<file path="src/rtl/nco_pkg.sv">
package nco_pkg;
  localparam int ADDR_W     = 4;
  localparam int COARSE_MAX = 4;

  localparam logic [ADDR_W-1:0] ADR_HI  = 4'h4;
  localparam logic [ADDR_W-1:0] ADR_MID = 4'h5;
  localparam logic [ADDR_W-1:0] ADR_LO  = 4'h6;

  typedef enum logic [1:0] {
    RATE_X4   = 2'd0,
    RATE_X8   = 2'd1,
    RATE_X16  = 2'd2,
    RATE_X16B = 2'd3
  } rate_e;

  // number of coarse phase bits for a rate select
  function automatic int coarse_bits(logic [1:0] r);
    case (r)
      RATE_X4: return 2;
      RATE_X8: return 3;
      default: return 4;
    endcase
  endfunction
endpackage

</file>
<file path="src/rtl/nco_freq_regs.sv">
module nco_freq_regs
  import nco_pkg::*;
#(
  parameter int WORD_W = 16,
  localparam int ACC_W = 3 * WORD_W
) (
  input  logic              clk,
  input  logic              rst_n,
  input  logic              wr_en,
  input  logic [ADDR_W-1:0] wr_addr,
  input  logic [WORD_W-1:0] wr_data,
  output logic [ACC_W-1:0]  freq
);
  logic [WORD_W-1:0] hold_hi_q, hold_mid_q;
  logic [ACC_W-1:0]  freq_q;
  logic              commit;

  assign commit = wr_en && (wr_addr == ADR_LO);

  always_ff @(posedge clk) begin
    if (!rst_n) begin
      hold_hi_q  <= '0;
      hold_mid_q <= '0;
      freq_q     <= '0;
    end else if (wr_en) begin
      if (wr_addr == ADR_HI)  hold_hi_q  <= wr_data;
      if (wr_addr == ADR_MID) hold_mid_q <= wr_data;
      if (commit)             freq_q     <= {hold_hi_q, hold_mid_q, wr_data};
    end
  end

  assign freq = freq_q;

  // only the low-word write may move the live word
  a_r2_freq_hold: assert property (@(posedge clk) disable iff (!rst_n)
    !commit |=> $stable(freq_q));

  // low slice of the loaded word is the data written with the commit
  a_r3_commit_low: assert property (@(posedge clk) disable iff (!rst_n)
    commit |=> freq_q[WORD_W-1:0] == $past(wr_data));
endmodule

</file>
<file path="src/rtl/nco_phase_acc.sv">
module nco_phase_acc
  import nco_pkg::*;
#(
  parameter int ACC_W = 48
) (
  input  logic             clk,
  input  logic             rst_n,
  input  logic [ACC_W-1:0] freq,
  input  logic [1:0]       rate_sel,
  input  logic             clr_coarse,
  input  logic             clr_fine,
  output logic [ACC_W-1:0] acc
);
  localparam int TOP = ACC_W - 1;

  logic [ACC_W-1:0] acc_q, sum, acc_d;
  logic [ACC_W-1:0] coarse_mask, low_mask;
  int               cw;

  always_comb begin
    cw = coarse_bits(rate_sel);
    for (int i = 0; i < ACC_W; i++) begin
      low_mask[i]    = (i < TOP - cw);
      coarse_mask[i] = (i >= TOP - cw) && (i < TOP);
    end
  end

  always_comb begin
    sum   = acc_q + freq;
    acc_d = sum;
    if (clr_coarse) acc_d = acc_d & ~coarse_mask;
    if (clr_fine)   acc_d = acc_d & ~low_mask;
  end

  always_ff @(posedge clk) begin
    if (!rst_n) acc_q <= '0;
    else        acc_q <= acc_d;
  end

  assign acc = acc_q;

  // plain modular step when no clear is requested
  a_r4_step: assert property (@(posedge clk) disable iff (!rst_n)
    (!clr_coarse && !clr_fine) |=> acc_q == $past(acc_q) + $past(freq));

  // selected coarse bits are empty after a coarse clear
  a_r9_coarse_zero: assert property (@(posedge clk) disable iff (!rst_n)
    clr_coarse |=> (acc_q & $past(coarse_mask)) == '0);

  // bits below the coarse field are empty after a fine clear
  a_r10_low_zero: assert property (@(posedge clk) disable iff (!rst_n)
    clr_fine |=> (acc_q & $past(low_mask)) == '0);

  // bit 47 follows the unmasked sum whatever is cleared
  a_r10_top_kept: assert property (@(posedge clk) disable iff (!rst_n)
    1'b1 |=> acc_q[TOP] == $past(acc_q[TOP] ^ freq[TOP] ^ carry_top));

  logic carry_top;
  assign carry_top = sum[TOP] ^ acc_q[TOP] ^ freq[TOP];
endmodule

</file>
<file path="src/rtl/nco_phase_split.sv">
module nco_phase_split
  import nco_pkg::*;
#(
  parameter int ACC_W  = 48,
  parameter int FINE_W = 16
) (
  input  logic                  clk,
  input  logic                  rst_n,
  input  logic [ACC_W-1:0]      acc,
  input  logic [1:0]            qtr_off,
  input  logic [1:0]            rate_sel,
  output logic                  sample_stb,
  output logic                  phase_msb,
  output logic [COARSE_MAX-1:0] coarse_ph,
  output logic [FINE_W-1:0]     fine_ph
);
  localparam int TOP = ACC_W - 1;

  logic [ACC_W-1:0] ph;
  logic             msb_q;

  assign ph        = acc + {qtr_off, {(ACC_W-2){1'b0}}};
  assign phase_msb = ph[TOP];

  always_comb begin
    case (rate_sel)
      RATE_X4: begin
        coarse_ph = {2'b00, ph[TOP-1 -: 2]};
        fine_ph   = ph[TOP-3 -: FINE_W];
      end
      RATE_X8: begin
        coarse_ph = {1'b0, ph[TOP-1 -: 3]};
        fine_ph   = ph[TOP-4 -: FINE_W];
      end
      default: begin
        coarse_ph = ph[TOP-1 -: 4];
        fine_ph   = ph[TOP-5 -: FINE_W];
      end
    endcase
  end

  always_ff @(posedge clk) begin
    if (!rst_n) msb_q <= 1'b0;
    else        msb_q <= acc[TOP];
  end

  assign sample_stb = acc[TOP] & ~msb_q;

  // the strobe never lasts two cycles
  a_r5_stb_single: assert property (@(posedge clk) disable iff (!rst_n)
    sample_stb |=> !sample_stb);

  // narrow coarse modes leave the spare bits at zero
  a_r6_coarse_ext: assert property (@(posedge clk) disable iff (!rst_n)
    (rate_sel == RATE_X4) |-> coarse_ph[3:2] == 2'b00);
endmodule

</file>
<file path="src/rtl/nco_sample_rate.sv">
module nco_sample_rate
  import nco_pkg::*;
#(
  parameter int WORD_W = 16,
  parameter int FINE_W = 16,
  localparam int ACC_W = 3 * WORD_W
) (
  input  logic                  clk,
  input  logic                  rst_n,
  input  logic                  cfg_wr_en,
  input  logic [ADDR_W-1:0]     cfg_addr,
  input  logic [WORD_W-1:0]     cfg_wdata,
  input  logic [1:0]            rate_sel,
  input  logic [1:0]            qtr_off,
  input  logic                  clr_coarse,
  input  logic                  clr_fine,
  output logic                  sample_stb,
  output logic                  phase_msb,
  output logic [COARSE_MAX-1:0] coarse_ph,
  output logic [FINE_W-1:0]     fine_ph
);
  logic [ACC_W-1:0] freq, acc;

  nco_freq_regs #(.WORD_W(WORD_W)) freq_i (
    .clk(clk), .rst_n(rst_n), .wr_en(cfg_wr_en), .wr_addr(cfg_addr),
    .wr_data(cfg_wdata), .freq(freq)
  );

  nco_phase_acc #(.ACC_W(ACC_W)) acc_i (
    .clk(clk), .rst_n(rst_n), .freq(freq), .rate_sel(rate_sel),
    .clr_coarse(clr_coarse), .clr_fine(clr_fine), .acc(acc)
  );

  nco_phase_split #(.ACC_W(ACC_W), .FINE_W(FINE_W)) split_i (
    .clk(clk), .rst_n(rst_n), .acc(acc), .qtr_off(qtr_off),
    .rate_sel(rate_sel), .sample_stb(sample_stb), .phase_msb(phase_msb),
    .coarse_ph(coarse_ph), .fine_ph(fine_ph)
  );

  // the offset must not reach the stored count
  a_r8_offset_free: assert property (@(posedge clk) disable iff (!rst_n)
    (!clr_coarse && !clr_fine && !$stable(qtr_off)) |=>
      acc == $past(acc) + $past(freq));
endmodule

</file>
<file path="config.mk">
export PLATFORM = sky130hd
export DESIGN_NAME = nco_sample_rate
export DESIGN_NICKNAME = d
export VERILOG_FILES = /design/src/rtl/nco_pkg.sv /design/src/rtl/nco_freq_regs.sv /design/src/rtl/nco_phase_acc.sv /design/src/rtl/nco_phase_split.sv /design/src/rtl/nco_sample_rate.sv
export SDC_FILE = /design/constraint.sdc
export NUM_CORES = 1
export LEC_CHECK = 0
export ABC_AREA = 1
export CORE_ASPECT_RATIO = 0.6
export CORE_MARGIN = 2
export CORE_UTILIZATION = 67
export DETAILED_ROUTE_END_ITERATION = 10
export DONT_BUFFER_PORTS = 1
export PLACE_DENSITY = 0.93
export SYNTH_ARGS = -nofsm -noshare
export SYNTH_HDL_FRONTEND = slang
export SYNTH_SLANG_ARGS = --single-unit
</file>
<file path="constraint.sdc">
create_clock -name clk -period 3.95 [get_ports clk]
set_input_delay 1.185 -clock clk [delete_from_list [all_inputs] [get_ports clk]]
set_output_delay 1.185 -clock clk [all_outputs]
set_load 0.02 [all_outputs]
</file>
; ---- Word level (Yosys, flattened, before mapping)
; Cells that the tools add are included.
[totals]
register_bits = 129
input_bits = 29
out_inout_bits = 22
[op_classes]
n_addsub = 3
magnitude_cmp = 95
n_eq_ne = 4
n_mux = 5
bitwise_logic = 6
n_reduce_logical = 5
[op_table]
columns = operator, count
row1 = $ge A6 B7 Y1 const A, 16
row2 = $lt A6 B7 Y1 const A, 16
row3 = $lt A7 B7 Y1 const A, 16
row4 = $ge A7 B7 Y1 const A, 15
row5 = $add A48 B48 Y48, 2
row6 = $and A48 B48 Y48, 2
row7 = $mux W48, 2
row8 = $ge A5 B7 Y1 const A, 8
row9 = $lt A5 B7 Y1 const A, 8
row10 = $not A47 Y48, 1
row11 = $not A48 Y48, 1
row12 = $pmux W16 S2, 1
row13 = $ge A4 B7 Y1 const A, 4
row14 = $lt A4 B7 Y1 const A, 4
row15 = $ge A3 B7 Y1 const A, 2
row16 = $lt A3 B7 Y1 const A, 2
row17 = $eq A4 B3 Y1 const B, 3
row18 = $pmux W4 S2, 1
row19 = $ge A1 B7 Y1 const A, 1
row20 = $ge A2 B7 Y1 const A, 1
row21 = $lt A1 B7 Y1 const A, 1
row22 = $lt A2 B7 Y1 const A, 1
row23 = $sub A6 B3 Y7 const A, 1
row24 = $pmux W3 S2, 1
row25 = other kinds (6), 8

; ---- Longest topological paths before layout
[depth]
word_depth = 9
mapped_depth = 14
ltp_nobuf = 14

; ---- By module
; Synthesis repeated with hierarchy kept, for this count alone.
[hier_totals]
hier_cells = 1585
area_unflattened_um2 = 9252.6
[by_module_without_submodules]
columns = module, instances, cells_per_inst, area_each_um2, seq_area_each_um2
row1 = nco_phase_acc, 1, 995, 5383.9, 960.9
row2 = nco_freq_regs, 1, 491, 3347.0, 1601.5
row3 = nco_phase_split, 1, 99, 521.8, 20.0

; ---- Worst setup path after synthesis
; Ideal clock, no wire load.
[synth_timing]
path_kind = input to output
startpoint = input rate_sel[1]
endpoint = output coarse_ph[2]
arrival_ns = 2.264
t_required_ns = 2.765
setup_slack_ns = 0.501
path_stages = 5
path_buffers = 3
cell_sequence = buf_2 -> inv_1 -> buf_2 -> buf_1 -> o21ai_0
[synth_between]
elab_chain_len = 2
word_cells_on_any_way = 3
classes_between = eq/ne: 1 / mux: 1 / reduce/logical: 1
[synth_rtl]
columns = element, line_no
row1 = from (decl), nco_sample_rate.sv:13  ; input logic [1:0] rate_sel,
row2 = $eq A2 B1 Y1 / $logic_not A2 Y1 (equally long branches), nco_phase_split.sv:26  ; case (rate_sel)
row3 = $pmux W4 S2 *, nco_phase_split.sv:26
row4 = to (decl), nco_sample_rate.sv:19  ; output logic [COARSE_MAX-1:0] coarse_ph,
; Every way passes the cells marked *; elsewhere a longest branch is shown, timed or not.

; ---- Worst setup path in the final report
[layout_timing]
startpoint = input rate_sel[0]
endpoint = output fine_ph[10]
[layout_between]
elab_chain_len = 2
word_cells_on_any_way = 3
classes_between = eq/ne: 1 / mux: 1 / reduce/logical: 1
[layout_rtl]
columns = element, line_no
row1 = $eq A2 B1 Y1 / $logic_not A2 Y1 (equally long branches), nco_phase_split.sv:26
row2 = $pmux W16 S2 *, nco_phase_split.sv:26
row3 = to (decl), nco_sample_rate.sv:20  ; output logic [FINE_W-1:0] fine_ph
; Marks and branches as above.

==> results.yml <==
critical_path:
  worstPathMaxFanout: 8
  critPathKind: "in -> out"
  cp_cell_sequence: "nor2_1, inv_1, o221ai_1, buf_4"
  start_kind: "input port"
  cp.required_ns: 2.76
  worstSetupEndpointType: "primary output"
  path_delay_family: "buffers and inverters"
  slowest_delay_ns: 0.38
  arrival_ns: 2.19
  path_buf_inv: 2
  cp_slowest_cell: "nor2_1"
timing:
  setup_viol: 0
  fin_crit_sh_pct: 85.57
  rsz0062_at_grt: "false"
  drv_slew: 0
  max-slew-margin-rel_pct: 57.55
  fin_worst_skew_ns: 0.009506
  hold_violations: 0
  tightest_slew_ns: 0.6301
  hold_slack_ns: 0.4774
  min_period_ns: 3.380
  max_freq_ghz: 0.2959
  setup_tns_ns: 0
route:
  wl_um: 25260
  firstDrtPassIters: 5
  vias_per_cell: 5.555
  drt.antenna.violating_nets: 0
  wl_per_cell_um: 15.85
  drc: 0
  vias: 8854
  drt_iter0_markers: 921
clock_tree:
  cts_setup_buffers: 0
  cts_buffers: 17
  clk_pin_slew_worst_paths_ns: 0.06
  cts.path.max_buffers: 2
  cts.sinks: 129
  worst_skew_pair.late_latency_ns: 0.43
  post_cts_resized: 0
  cts_tree: "built"
  root_buffer: "clkbuf_16"
  htreeDepth: 4
  ctsHoldBuffers: 0
yosys:
  yosysTopAreaCellShare_pct: 30.51
  ys_async_sr_fraction_pct: 0
  syn-num-nets: 1487
  yosysSeqAreaShare_pct: 30.51
  synth_area_um2: 8466
  yosys_warnings: 0
  ys_types: 34
  synthFlopType: "dfxtp_1"
  ys_ff_latch: 129
  synth_area_leaders: "dfxtp_1, nand2_1, nor2_1"
  synth_area_per_cell_um2: 6.008
  yosysTopAreaCell: "dfxtp_1"
  synth_cells: 1409
  synth_edf_count: 0
global_routing:
  grt_pass1_vias: 8119
  overflow: 0
  grt_max_degree: 86
  grt_pass1_wl_um: 40450
  antenna_found_initial: 0
  grtUsageTotal_pct: 38.51
  met3_usage_pct: 16.88
  busiest_layer: "met1"
  met2_usage_pct: 53.19
  use_met1_pct: 54.59
finish:
  syn_to_final_growth_pct: 9.592
  antenna-diode-count: 0
  num-nets-final: 1494
  final_layout_size_suffix_gt1_share_pct: 6.998
power_and_ir_drop:
  power_switching_share_pct: 27.02
  switching_power_uw: 841.2
  seqPwrFrac_pct: 43.2
  power_frac_comb_pct: 4.6
  power.density_nw_per_um2: 335.5
  ir_worst_vdd_mv: 0.2698
  pwr-share-clk_pct: 52.2
  power_leakage_nw: 4.800
  internal_power_mw: 2.271
placed_design:
  routabilityCongestion: 1.018
  io_buffers: 0
  dp_hpwl_um: 19190
run:
  drv_cap: 0
status:
  status: "completed"
floorplanning:
  die_h_um: 91.07
  core_um2: 12180
  rows: 31
  top_level_ports: 51
  initial_core_util_pct: 69.51
  dieArea_um2: 13580
  die_w_um: 149.1
min_path:
  hp-class: "reg -> reg"
## area by class of cell
| type | count | area, um^2 |
|---|---|---|
| clock buffers | 17 | 425.4 |
| clock inverters | 15 | 168.9 |
| fillers | 962 | 2902 |
| inverters | 240 | 900.9 |
| multi-input cells | 1008 | 4843 |
| flip-flops and latches | 129 | 2582 |
| well taps | 165 | 206.4 |
| repair buffers | 20 | 150.1 |
## path summary, 6_finish.rpt
path	from	cells after the start	end	slack, ns
worst max-delay path	rate_sel[0]	4	fine_ph[10]	0.57
worst max register to register	freq_i.freq[0]	12	acc_i.acc[44]	1.56
worst min register to register	freq_i.hold_mid_q[9]	2	freq_i.hold_mid_q[9]	0.48
worst min-delay path	freq_i.hold_mid_q[9]	2	freq_i.hold_mid_q[9]	0.48
## power by group through the flow
stage          Combinational, mW  Clock, mW  Sequential [mW]
2_1_floorplan              0.117          0             1.36
3_3_place_gp               0.133          0             1.37
3_5_place_dp               0.137          0             1.37
4_1_cts                    0.140       1.61             1.34
5_1_grt                    0.161       1.67             1.34
6_report                   0.143       1.63             1.34
## registers in the layout, summed over array words and instances (netlist names)
signal and flops:
freq_i.freq 48, acc_i.acc 48, split_i.msb_q 1, freq_i.hold_hi_q 16, freq_i.hold_mid_q 16
## through the flow
stage	total power, mW	util, %	setup slack, ns	cell area, um^2	cells
after floorplan	1.478	-	0.5006	8466	1409
final	3.113	76.18	0.5700	9278	1594
after detailed placement	1.509	71.30	0.6151	8683	1562
after CTS	3.088	76.18	0.6072	9278	1594
after global routing	3.175	76.18	0.4307	9278	1594
after global placement	1.503	71.30	0.6592	8683	1562
## synth_stat cells (7+ instances only)
cell	instances
a21oi_1	67
buf_2	10
clkbuf_1	17
dfxtp_1	129
ha_1	48
inv_1	234
nand2_1	391
nand2_2	10
nand3_1	38
nand3_2	7
nand4_1	8
nor2_1	264
nor2_2	15
o21ai_0	110
o221ai_1	13
## kinds of logic after synthesis
group	count (synthesis)	share of synthesized area (%)
and+or+nand+nor	752	36.48
buffers and inverters	272	12.31
AOI/OAI and AO/OA	203	12.96
DFF	129	30.51
adders and majority gates	49	7.331
xor gates and xnor gates	4	0.4139
## metal layers
layer / vias to the layer above / wire length [um] / share of wire, %
met4: 0 / 414 / 1.6
met3: 52 / 4381 / 17
met1: 3914 / 10640 / 42
li1: 4386 / - / -
met5: - / 0 / 0
met2: 502 / 9830 / 39
## layout by cell type, fill, tap and decap left out, types with 6 or more instances in the layout
cell type,Yosys,routed
inv_6,0,6
nand4_1,8,8
o221ai_1,13,13
inv_1,234,234
nand2_1,391,391
dfxtp_1,129,129
a21oi_1,67,67
nand3_1,38,38
nor2_1,264,263
buf_4,2,20
o21ai_0,110,110
clkbuf_16,0,17
nor2_2,15,16
ha_1,48,48
o21bai_1,6,6
nand2_2,10,10
inv_2,6,6
nand3_2,7,7
## worst register-to-register path: stages, from the launching register on
cell and delay (ns):
dfxtp_1 0.35, ha_1 0.25, inv_1 0.08, fa_1 0.53
nor2_1 0.17, or2_1 0.24, nand2_1 0.08, nand2_1 0.16
nand2_1 0.11, nand3_1 0.09, nand2_1 0.06, inv_1 0.11
nor2_1 0.05
No activity file was read; power rests on OpenSTA's default activity.
